**src/rtl/i2c_tgt_pkg.sv**
```systemverilog
`timescale 1ns/1ps
// Shared types and constants for the I2C register-pointer target.
package i2c_tgt_pkg;
    // Protocol phase of the target state machine.
    typedef enum logic [2:0] {
        PH_IDLE  = 3'd0,
        PH_ADDR  = 3'd1,
        PH_CMD   = 3'd2,
        PH_WDATA = 3'd3,
        PH_RDATA = 3'd4,
        PH_SKIP  = 3'd5
    } phase_e;

    // Fixed upper bits of the 7-bit target address.
    localparam int          ADDR_HI_W = 4;
    localparam logic [3:0]  ADDR_HI   = 4'b0011;
endpackage

```
**src/rtl/i2c_line_sync.sv**
```systemverilog
`timescale 1ns/1ps
// Synchronises SCL and SDA into clk and derives SCL edges and the
// start / stop bus conditions.
// Assumes the bus changes slowly compared with clk (several clocks per phase).
module i2c_line_sync #(
    parameter int STAGES = 2
) (
    input  logic clk,
    input  logic rst_n,
    input  logic scl_i,
    input  logic sda_i,
    output logic sda_o,
    output logic scl_rise_o,
    output logic scl_fall_o,
    output logic start_o,
    output logic stop_o
);
    localparam int DEPTH = STAGES + 1;

    genvar g;
    generate
        for (g = 0; g < DEPTH; g++) begin : g_stage
            logic scl_q, sda_q;
            if (g == 0) begin : g_first
                // First flop of each line samples the raw bus.
                always_ff @(posedge clk) begin
                    if (!rst_n) begin
                        scl_q <= 1'b1;
                        sda_q <= 1'b1;
                    end else begin
                        scl_q <= scl_i;
                        sda_q <= sda_i;
                    end
                end
            end else begin : g_next
                // Later flops extend the chain by one stage.
                always_ff @(posedge clk) begin
                    if (!rst_n) begin
                        scl_q <= 1'b1;
                        sda_q <= 1'b1;
                    end else begin
                        scl_q <= g_stage[g-1].scl_q;
                        sda_q <= g_stage[g-1].sda_q;
                    end
                end
            end
        end
    endgenerate

    logic scl_now, scl_prev, sda_now, sda_prev;

    // Current synchronised level and the level one clock earlier.
    always_comb begin
        scl_now  = g_stage[STAGES-1].scl_q;
        sda_now  = g_stage[STAGES-1].sda_q;
        scl_prev = g_stage[STAGES].scl_q;
        sda_prev = g_stage[STAGES].sda_q;
    end

    // Edge and condition decode; data changes are meaningful only while SCL is high.
    always_comb begin
        sda_o      = sda_now;
        scl_rise_o = scl_now & ~scl_prev;
        scl_fall_o = ~scl_now & scl_prev;
        start_o    = scl_now & scl_prev & sda_prev & ~sda_now;
        stop_o     = scl_now & scl_prev & ~sda_prev & sda_now;
    end
endmodule

```
**src/rtl/i2c_tx_shift.sv**
```systemverilog
`timescale 1ns/1ps
// Transmit shift register for read data. Loaded in parallel, shifted
// MSB first. Ones are shifted in, so an idle register never pulls SDA.
module i2c_tx_shift #(
    parameter int DATA_W = 8
) (
    input  logic              clk,
    input  logic              rst_n,
    input  logic              load_i,
    input  logic              shift_i,
    input  logic [DATA_W-1:0] din_i,
    output logic              msb_o
);
    logic [DATA_W-1:0] sh_q;

    // Parallel load takes priority over shifting.
    always_ff @(posedge clk) begin
        if (!rst_n)       sh_q <= '1;
        else if (load_i)  sh_q <= din_i;
        else if (shift_i) sh_q <= {sh_q[DATA_W-2:0], 1'b1};
    end

    assign msb_o = sh_q[DATA_W-1];
endmodule

```
**src/rtl/i2c_target_ctrl.sv**
```systemverilog
`timescale 1ns/1ps
// Protocol state machine: address match, acknowledge, command pointer,
// write strobes and read sequencing.
// Assumes synchronised edge/condition pulses from i2c_line_sync and
// ADDR_HI_W + PIN_W == DATA_W - 1.
module i2c_target_ctrl
    import i2c_tgt_pkg::*;
#(
    parameter int DATA_W = 8,
    parameter int SEL_W  = 2,
    parameter int PIN_W  = 3
) (
    input  logic              clk,
    input  logic              rst_n,
    input  logic              sda_s_i,
    input  logic              scl_rise_i,
    input  logic              scl_fall_i,
    input  logic              start_i,
    input  logic              stop_i,
    input  logic [PIN_W-1:0]  addr_pins_i,
    input  logic              tx_msb_i,
    output logic              sda_pull_o,
    output logic              tx_load_o,
    output logic              tx_shift_o,
    output logic              wr_stb_o,
    output logic              cap_stb_o,
    output logic [SEL_W-1:0]  sel_o,
    output logic [DATA_W-1:0] rx_byte_o
);
    localparam int ADDR_W = ADDR_HI_W + PIN_W;
    localparam int CNT_W  = $clog2(DATA_W + 1);
    localparam logic [CNT_W-1:0] FULL = CNT_W'(DATA_W);
    localparam logic [CNT_W-1:0] LAST = CNT_W'(DATA_W - 1);

    phase_e            ph_q;
    logic              ack_ph_q, ack_drv_q, dat_drv_q, rw_q;
    logic [CNT_W-1:0]  bit_cnt_q;
    logic [DATA_W-1:0] rx_q;
    logic [SEL_W-1:0]  ptr_q;
    logic [ADDR_W-1:0] my_addr;

    assign my_addr = {ADDR_HI, addr_pins_i};

    // Main protocol sequencer; all bus actions are taken on synchronised SCL edges.
    always_ff @(posedge clk) begin
        if (!rst_n) begin
            ph_q       <= PH_IDLE;
            ack_ph_q   <= 1'b0;
            ack_drv_q  <= 1'b0;
            dat_drv_q  <= 1'b0;
            rw_q       <= 1'b0;
            bit_cnt_q  <= '0;
            rx_q       <= '0;
            ptr_q      <= '0;
            wr_stb_o   <= 1'b0;
            cap_stb_o  <= 1'b0;
            tx_load_o  <= 1'b0;
            tx_shift_o <= 1'b0;
        end else begin
            wr_stb_o   <= 1'b0;
            cap_stb_o  <= 1'b0;
            tx_load_o  <= 1'b0;
            tx_shift_o <= 1'b0;
            if (start_i) begin
                ph_q      <= PH_ADDR;
                bit_cnt_q <= '0;
                ack_ph_q  <= 1'b0;
                ack_drv_q <= 1'b0;
                dat_drv_q <= 1'b0;
            end else if (stop_i) begin
                ph_q      <= PH_IDLE;
                ack_ph_q  <= 1'b0;
                ack_drv_q <= 1'b0;
                dat_drv_q <= 1'b0;
            end else if (ph_q == PH_IDLE || ph_q == PH_SKIP) begin
                ack_ph_q <= 1'b0;
            end else if (ack_ph_q) begin
                if (scl_rise_i) begin
                    unique case (ph_q)
                        PH_ADDR: begin
                            if (rw_q) begin
                                ph_q      <= PH_RDATA;
                                tx_load_o <= 1'b1;
                                cap_stb_o <= 1'b1;
                            end else begin
                                ph_q <= PH_CMD;
                            end
                        end
                        PH_CMD: begin
                            ptr_q <= rx_q[SEL_W-1:0];
                            ph_q  <= PH_WDATA;
                        end
                        PH_WDATA: wr_stb_o <= 1'b1;
                        PH_RDATA: begin
                            if (!sda_s_i) begin
                                tx_load_o <= 1'b1;
                                cap_stb_o <= 1'b1;
                            end else begin
                                ph_q     <= PH_SKIP;
                                ack_ph_q <= 1'b0;
                            end
                        end
                        default: ;
                    endcase
                end else if (scl_fall_i) begin
                    ack_ph_q  <= 1'b0;
                    ack_drv_q <= 1'b0;
                    dat_drv_q <= (ph_q == PH_RDATA);
                    bit_cnt_q <= '0;
                end
            end else if (ph_q == PH_RDATA) begin
                if (scl_rise_i && bit_cnt_q != FULL) begin
                    bit_cnt_q <= bit_cnt_q + CNT_W'(1);
                end else if (scl_fall_i) begin
                    if (bit_cnt_q == FULL) begin
                        dat_drv_q <= 1'b0;
                        ack_ph_q  <= 1'b1;
                    end else if (bit_cnt_q != '0) begin
                        tx_shift_o <= 1'b1;
                    end
                end
            end else begin
                if (scl_rise_i && bit_cnt_q != FULL) begin
                    rx_q      <= {rx_q[DATA_W-2:0], sda_s_i};
                    bit_cnt_q <= bit_cnt_q + CNT_W'(1);
                    if (bit_cnt_q == LAST) begin
                        rw_q <= sda_s_i;
                        if (ph_q == PH_ADDR && rx_q[ADDR_W-1:0] != my_addr)
                            ph_q <= PH_SKIP;
                    end
                end else if (scl_fall_i && bit_cnt_q == FULL) begin
                    ack_drv_q <= 1'b1;
                    ack_ph_q  <= 1'b1;
                end
            end
        end
    end

    // Open-drain drive: the acknowledge, or a zero data bit while transmitting.
    always_comb begin
        sda_pull_o = ack_drv_q | (dat_drv_q & ~tx_msb_i);
        sel_o      = ptr_q;
        rx_byte_o  = rx_q;
    end
endmodule

```
**src/rtl/i2c_regport_target.sv**
```systemverilog
`timescale 1ns/1ps
// Top of the I2C register-pointer target: line synchroniser, protocol
// controller and transmit shifter. The register bank sits outside.
// Assumes SDA is resolved externally as the wired-AND of all pull-downs.
module i2c_regport_target #(
    parameter int SYNC_STAGES = 2,
    parameter int DATA_W      = 8,
    parameter int SEL_W       = 2,
    parameter int PIN_W       = 3
) (
    input  logic              clk,
    input  logic              rst_n,
    input  logic              scl_i,
    input  logic              sda_i,
    output logic              sda_pull_o,
    input  logic [PIN_W-1:0]  addr_pins_i,
    output logic [SEL_W-1:0]  reg_sel_o,
    output logic              wr_stb_o,
    output logic [DATA_W-1:0] wr_data_o,
    input  logic [DATA_W-1:0] rd_data_i,
    output logic              cap_stb_o
);
    logic sda_s, scl_rise, scl_fall, start_det, stop_det;
    logic tx_load, tx_shift, tx_msb;

    i2c_line_sync #(.STAGES(SYNC_STAGES)) sync_i (
        .clk        (clk),
        .rst_n      (rst_n),
        .scl_i      (scl_i),
        .sda_i      (sda_i),
        .sda_o      (sda_s),
        .scl_rise_o (scl_rise),
        .scl_fall_o (scl_fall),
        .start_o    (start_det),
        .stop_o     (stop_det)
    );

    i2c_target_ctrl #(.DATA_W(DATA_W), .SEL_W(SEL_W), .PIN_W(PIN_W)) ctrl_i (
        .clk         (clk),
        .rst_n       (rst_n),
        .sda_s_i     (sda_s),
        .scl_rise_i  (scl_rise),
        .scl_fall_i  (scl_fall),
        .start_i     (start_det),
        .stop_i      (stop_det),
        .addr_pins_i (addr_pins_i),
        .tx_msb_i    (tx_msb),
        .sda_pull_o  (sda_pull_o),
        .tx_load_o   (tx_load),
        .tx_shift_o  (tx_shift),
        .wr_stb_o    (wr_stb_o),
        .cap_stb_o   (cap_stb_o),
        .sel_o       (reg_sel_o),
        .rx_byte_o   (wr_data_o)
    );

    i2c_tx_shift #(.DATA_W(DATA_W)) txsh_i (
        .clk     (clk),
        .rst_n   (rst_n),
        .load_i  (tx_load),
        .shift_i (tx_shift),
        .din_i   (rd_data_i),
        .msb_o   (tx_msb)
    );
endmodule

```
**config.mk**
```make
export PLATFORM = sky130hd
export DESIGN_NAME = i2c_regport_target
export DESIGN_NICKNAME = d
export VERILOG_FILES = /design/src/rtl/i2c_tgt_pkg.sv /design/src/rtl/i2c_line_sync.sv /design/src/rtl/i2c_tx_shift.sv /design/src/rtl/i2c_target_ctrl.sv /design/src/rtl/i2c_regport_target.sv
export SDC_FILE = /design/constraint.sdc
export NUM_CORES = 1
export LEC_CHECK = 0
export BUFFER_PORTS_ARGS = -buffer_cell sky130_fd_sc_hd__buf_2
export CELL_PAD_IN_SITES_DETAIL_PLACEMENT = 0
export CELL_PAD_IN_SITES_GLOBAL_PLACEMENT = 1
export CORE_MARGIN = 3
export CORE_UTILIZATION = 42
export CTS_CLUSTER_DIAMETER = 60
export DETAILED_ROUTE_END_ITERATION = 12
export PLACE_DENSITY_LB_ADDON = 0.05
export SETUP_SLACK_MARGIN = 0.5
export SKIP_LAST_GASP = 1
export SYNTH_ARGS = -nofsm -noshare
export SYNTH_HDL_FRONTEND = slang
export SYNTH_SLANG_ARGS = --single-unit
```
**constraint.sdc**
```tcl
create_clock -name clk -period 1.78 [get_ports clk]
set_input_delay 0 -clock clk [delete_from_list [all_inputs] [get_ports clk]]
set_output_delay 0 -clock clk [all_outputs]
set_load 0.03 [all_outputs]
```
==> impl_metrics.py <==
metrics = {
    "synthesis": {
        "synth_nets": 205,
        "seq_area_frac_synth": 0.424,
        "netlist_area_mm2": 0.00179,
        "ys.flop_type": "dfxtp_1",
        "synth_top_area_cell": "dfxtp_1",
        "async_reset_ff_frac": 0,
        "yosys.cell_types.count": 44,
        "synth.avg_cell_area_um2": 9.54,
        "netlist.area_leader.share": 0.424,
        "synth-seq-cells": 38,
        "synth_edf_count": 0,
        "synth_area_leaders": "dfxtp_1 (42%), mux2i_1 (10%), nor2b_1 (3.8%)",
        "synthesis.instances": 188,
        "yosysWarningCount": 0,
    },
    "clock_tree": {
        "clk-insertion-delay-late_ns": 0.29,
        "cts.sinks": 38,
        "ctsLongestPathBuffers": 2,
        "cts_tree": "done",
        "numCtsBuffers": 5,
        "htreeDepth": 2,
        "cts_root_buf": "clkbuf_8",
        "clkTransAtPathRegs_ns": 0.08,
    },
    "critical_path": {
        "path_delay_family": "flip-flops",
        "path_max_fanout": 6,
        "r2r-start": "ctrl_i.ph_q[0]$_SDFFE_PN0P_",
        "crit_start": "ctrl_i.ph_q[0]$_SDFFE_PN0P_",
        "crit_end": "ctrl_i.rx_byte_o[1]$_SDFFE_PN0P_",
        "critPathKind": "flip-flop to flip-flop",
        "crit_chain": "nor2b_4 -> buf_4 -> o2111ai_2 -> buf_6 -> mux2i_2 -> nor2b_1",
        "critical_path.endpoint_type": "flip-flop",
        "cp.depth": 6,
        "cp_slowest_stage_delay_ns": 0.36,
        "critical_path_buf_inv_count": 2,
        "arrival_ns": 1.63,
        "startpoint_type": "flip-flop",
        "reg2reg_setup_slack_ns": 0.33,
        "slowest_stage": "dfxtp_4",
        "rr_endpoint": "ctrl_i.rx_byte_o[1]$_SDFFE_PN0P_",
        "r2r_cells": 6,
        "cp_data_required_time_ns": 1.96,
    },
    "routing": {
        "drtPass1Iterations": 4,
        "drtIter0Drc": 40,
        "drc_errors": 0,
        "num_vias": 1519,
        "drt_wl_total_um": 4020,
        "ant_nets": 0,
        "vias_per_cell": 5.10,
        "wire_per_inst_um": 13.5,
    },
    "die": {
        "die_w_um": 71.3,
        "initial_core_util": 0.442,
        "fp.dieArea_mm2": 0.00509,
        "coreArea_mm2": 0.00406,
        "dieHeight_um": 71.3,
        "io_pins": 28,
        "fp-row-count": 23,
    },
    "final_layout": {
        "synthToLayoutAreaGrowth_pct": 41.0,
        "nets": 264,
        "insertedDiodeCount": 0,
        "final_cell_mix": "dfxtp_1 (28), buf_2 (27), mux2i_1 (17), buf_4 (17)",
        "final_cells": 298,
        "layout_commonest_cell": "dfxtp_1",
        "drive_gt1_frac": 0.407,
        "stdcell_area_mm2": 0.00253,
    },
    "placed_design": {
        "place_area_mm2": 0.00202,
        "place_congestion": 0.833,
        "port_buffers": 27,
        "place_inst": 260,
        "dp_hpwl_um": 2590,
    },
    "power_and_ir_drop": {
        "ir_drop_mv": 0.392,
        "internal_power_w": 0.00153,
        "switching_share": 0.196,
        "leakagePower_nw": 1.03,
        "netSwitchingPower_w": 0.000371,
        "power_density_mw_per_mm2": 750,
        "p_clk_frac": 0.477,
        "combPwrFrac": 0.069,
        "seqPwrFrac": 0.454,
    },
    "sta": {
        "finalHoldViolCount": 0,
        "fin_skew_ns": 0.00841,
        "period_share": 0.815,
        "fin_crit_ns": 1.45,
        "slew_headroom": 0.674,
        "finalMaxSlewViolations": 0,
        "worst-slew-pin-transition_ns": 0.488,
        "max_freq_mhz": 689,
        "whs_ns": 0.0111,
        "fin_setup_tns_ns": 0,
        "setup_violations": 0,
        "rsz0062_at_grt": "true",
    },
    "global_route": {
        "antenna_found_initial": 0,
        "grt_pass1_wl_um": 6800,
        "grt_start_max_net_pins": 20,
        "grt_usage": 0.167,
        "grt_pass1_vias": 1499,
        "overflow": 0,
    },
    "run_status": {
        "outcome": "completed",
    },
    "job": {
        "max_cap_violations": 0,
    },
    "min_path": {
        "hold_class": "primary input to flip-flop",
    },
}
-- worst min path at each step --
| stage | slack, ns | cells after the start | end | start |
|---|---|---|---|---|
| finish | 0.01 | 3 | txsh_i.sh_q[0]$_SDFFE_PN1P_ | rd_data_i[0] |
| CTS | 0.003 | 3 | txsh_i.sh_q[0]$_SDFFE_PN1P_ | rd_data_i[0] |
| floorplan | 0.10 | 1 | sync_i.g_stage[0].scl_q$_SDFF_PN1_ | scl_i |
| detailed placement | 0.18 | 2 | sync_i.g_stage[0].sda_q$_SDFF_PN1_ | sda_i |
| global placement | 0.18 | 2 | sync_i.g_stage[0].scl_q$_SDFF_PN1_ | scl_i |
| global route | 0.03 | 3 | txsh_i.sh_q[0]$_SDFFE_PN1P_ | rd_data_i[0] |
-- synthesized netlist by cell type (2+ instances only) --
| cell | count |
|---|---|
| a211oi_1 | 2 |
| a21o_1 | 2 |
| a21oi_1 | 5 |
| a31oi_1 | 4 |
| and3_1 | 2 |
| clkbuf_1 | 6 |
| dfxtp_1 | 38 |
| ha_1 | 2 |
| inv_1 | 5 |
| mux2_2 | 6 |
| mux2i_1 | 18 |
| nand2_1 | 13 |
| nand2b_1 | 9 |
| nand3_1 | 7 |
| nand3b_1 | 2 |
| nand4b_1 | 2 |
| nor2_1 | 11 |
| nor2b_1 | 11 |
| nor3_1 | 4 |
| nor3b_1 | 3 |
| o21ai_0 | 6 |
| o31ai_1 | 2 |
| xnor2_1 | 6 |
| xor2_1 | 2 |
-- registers in the layout, indices dropped and copies added (netlist names) --
| signal | flops |
|---|---|
| ctrl_i.bit_cnt_q | 4 |
| ctrl_i.rw_q | 1 |
| ctrl_i.tx_shift_o | 1 |
| ctrl_i.ack_ph_q | 1 |
| sync_i.sda_o | 1 |
| ctrl_i.rx_byte_o | 8 |
| ctrl_i.ph_q | 3 |
| sync_i.g_stage.scl_q | 3 |
| sync_i.g_stage.sda_q | 2 |
| ctrl_i.sel_o | 2 |
| ctrl_i.dat_drv_q | 1 |
| ctrl_i.ack_drv_q | 1 |
| ctrl_i.tx_load_o | 1 |
| txsh_i.sh_q | 8 |
| ctrl_i.wr_stb_o | 1 |
-- power by group through the flow --
stage,Combinational [W],Clock [W],Sequential (W)
2_1_floorplan,0.0000557,0,0.000882
3_3_place_gp,0.0000822,0,0.000885
3_5_place_dp,0.0000829,0,0.000885
4_1_cts,0.000122,0.000932,0.000862
5_1_grt,0.000140,0.000971,0.000863
6_report,0.000130,0.000906,0.000861
-- timing repair --
item / CTS / global route
gates resized for setup: 19 / 13
endpoints found under the setup margin: 21 / 27
cloned: 1 / 0
buffers inserted: 13 / 4
hold buffers: 12 / 0
pin swaps: 5 / 6
endpoints found under the hold margin: 13 / 0
-- worst min-delay path, cell delays in order --
cell and delay, ns:
buf_2 0.08, nor2b_1 0.04, o21ai_0 0.15
-- logic make-up after synthesis --
family | share of synthesized area
flops | 0.424
mux | 0.138
xor+xnor | 0.0391
compound gates | 0.105
simple gates | 0.242
buf+inv | 0.0377
fa+ha+maj | 0.0140
-- through the flow --
step                power (W)  worst slack (ns)   util
floorplan            0.000938             0.446      -
global placement     0.000967             0.303  0.497
detailed placement   0.000968             0.234  0.497
CTS                   0.00192             0.326  0.601
global route          0.00197             0.252  0.623
finish                0.00190             0.329  0.623
-- final cells by class --
class                      instances  area [µm²]
clock buffer                       6        82.6
tap                               50        62.6
clock inverter                     2        60.1
sequential                        38         781
inverter                           5        18.8
timing repair buffer              61         439
fill                             338        1530
multi-input combinational        136        1080
-- routing by layer --
layer  up-vias  global-route usage  wire [µm]
li1        769                   -          -
met3         6              0.0449        143
met1       716               0.202       1820
met2        28               0.286       2020
met4         0              0.0585         40
met5         -                   0          0
(Power assumes the default switching activity.)
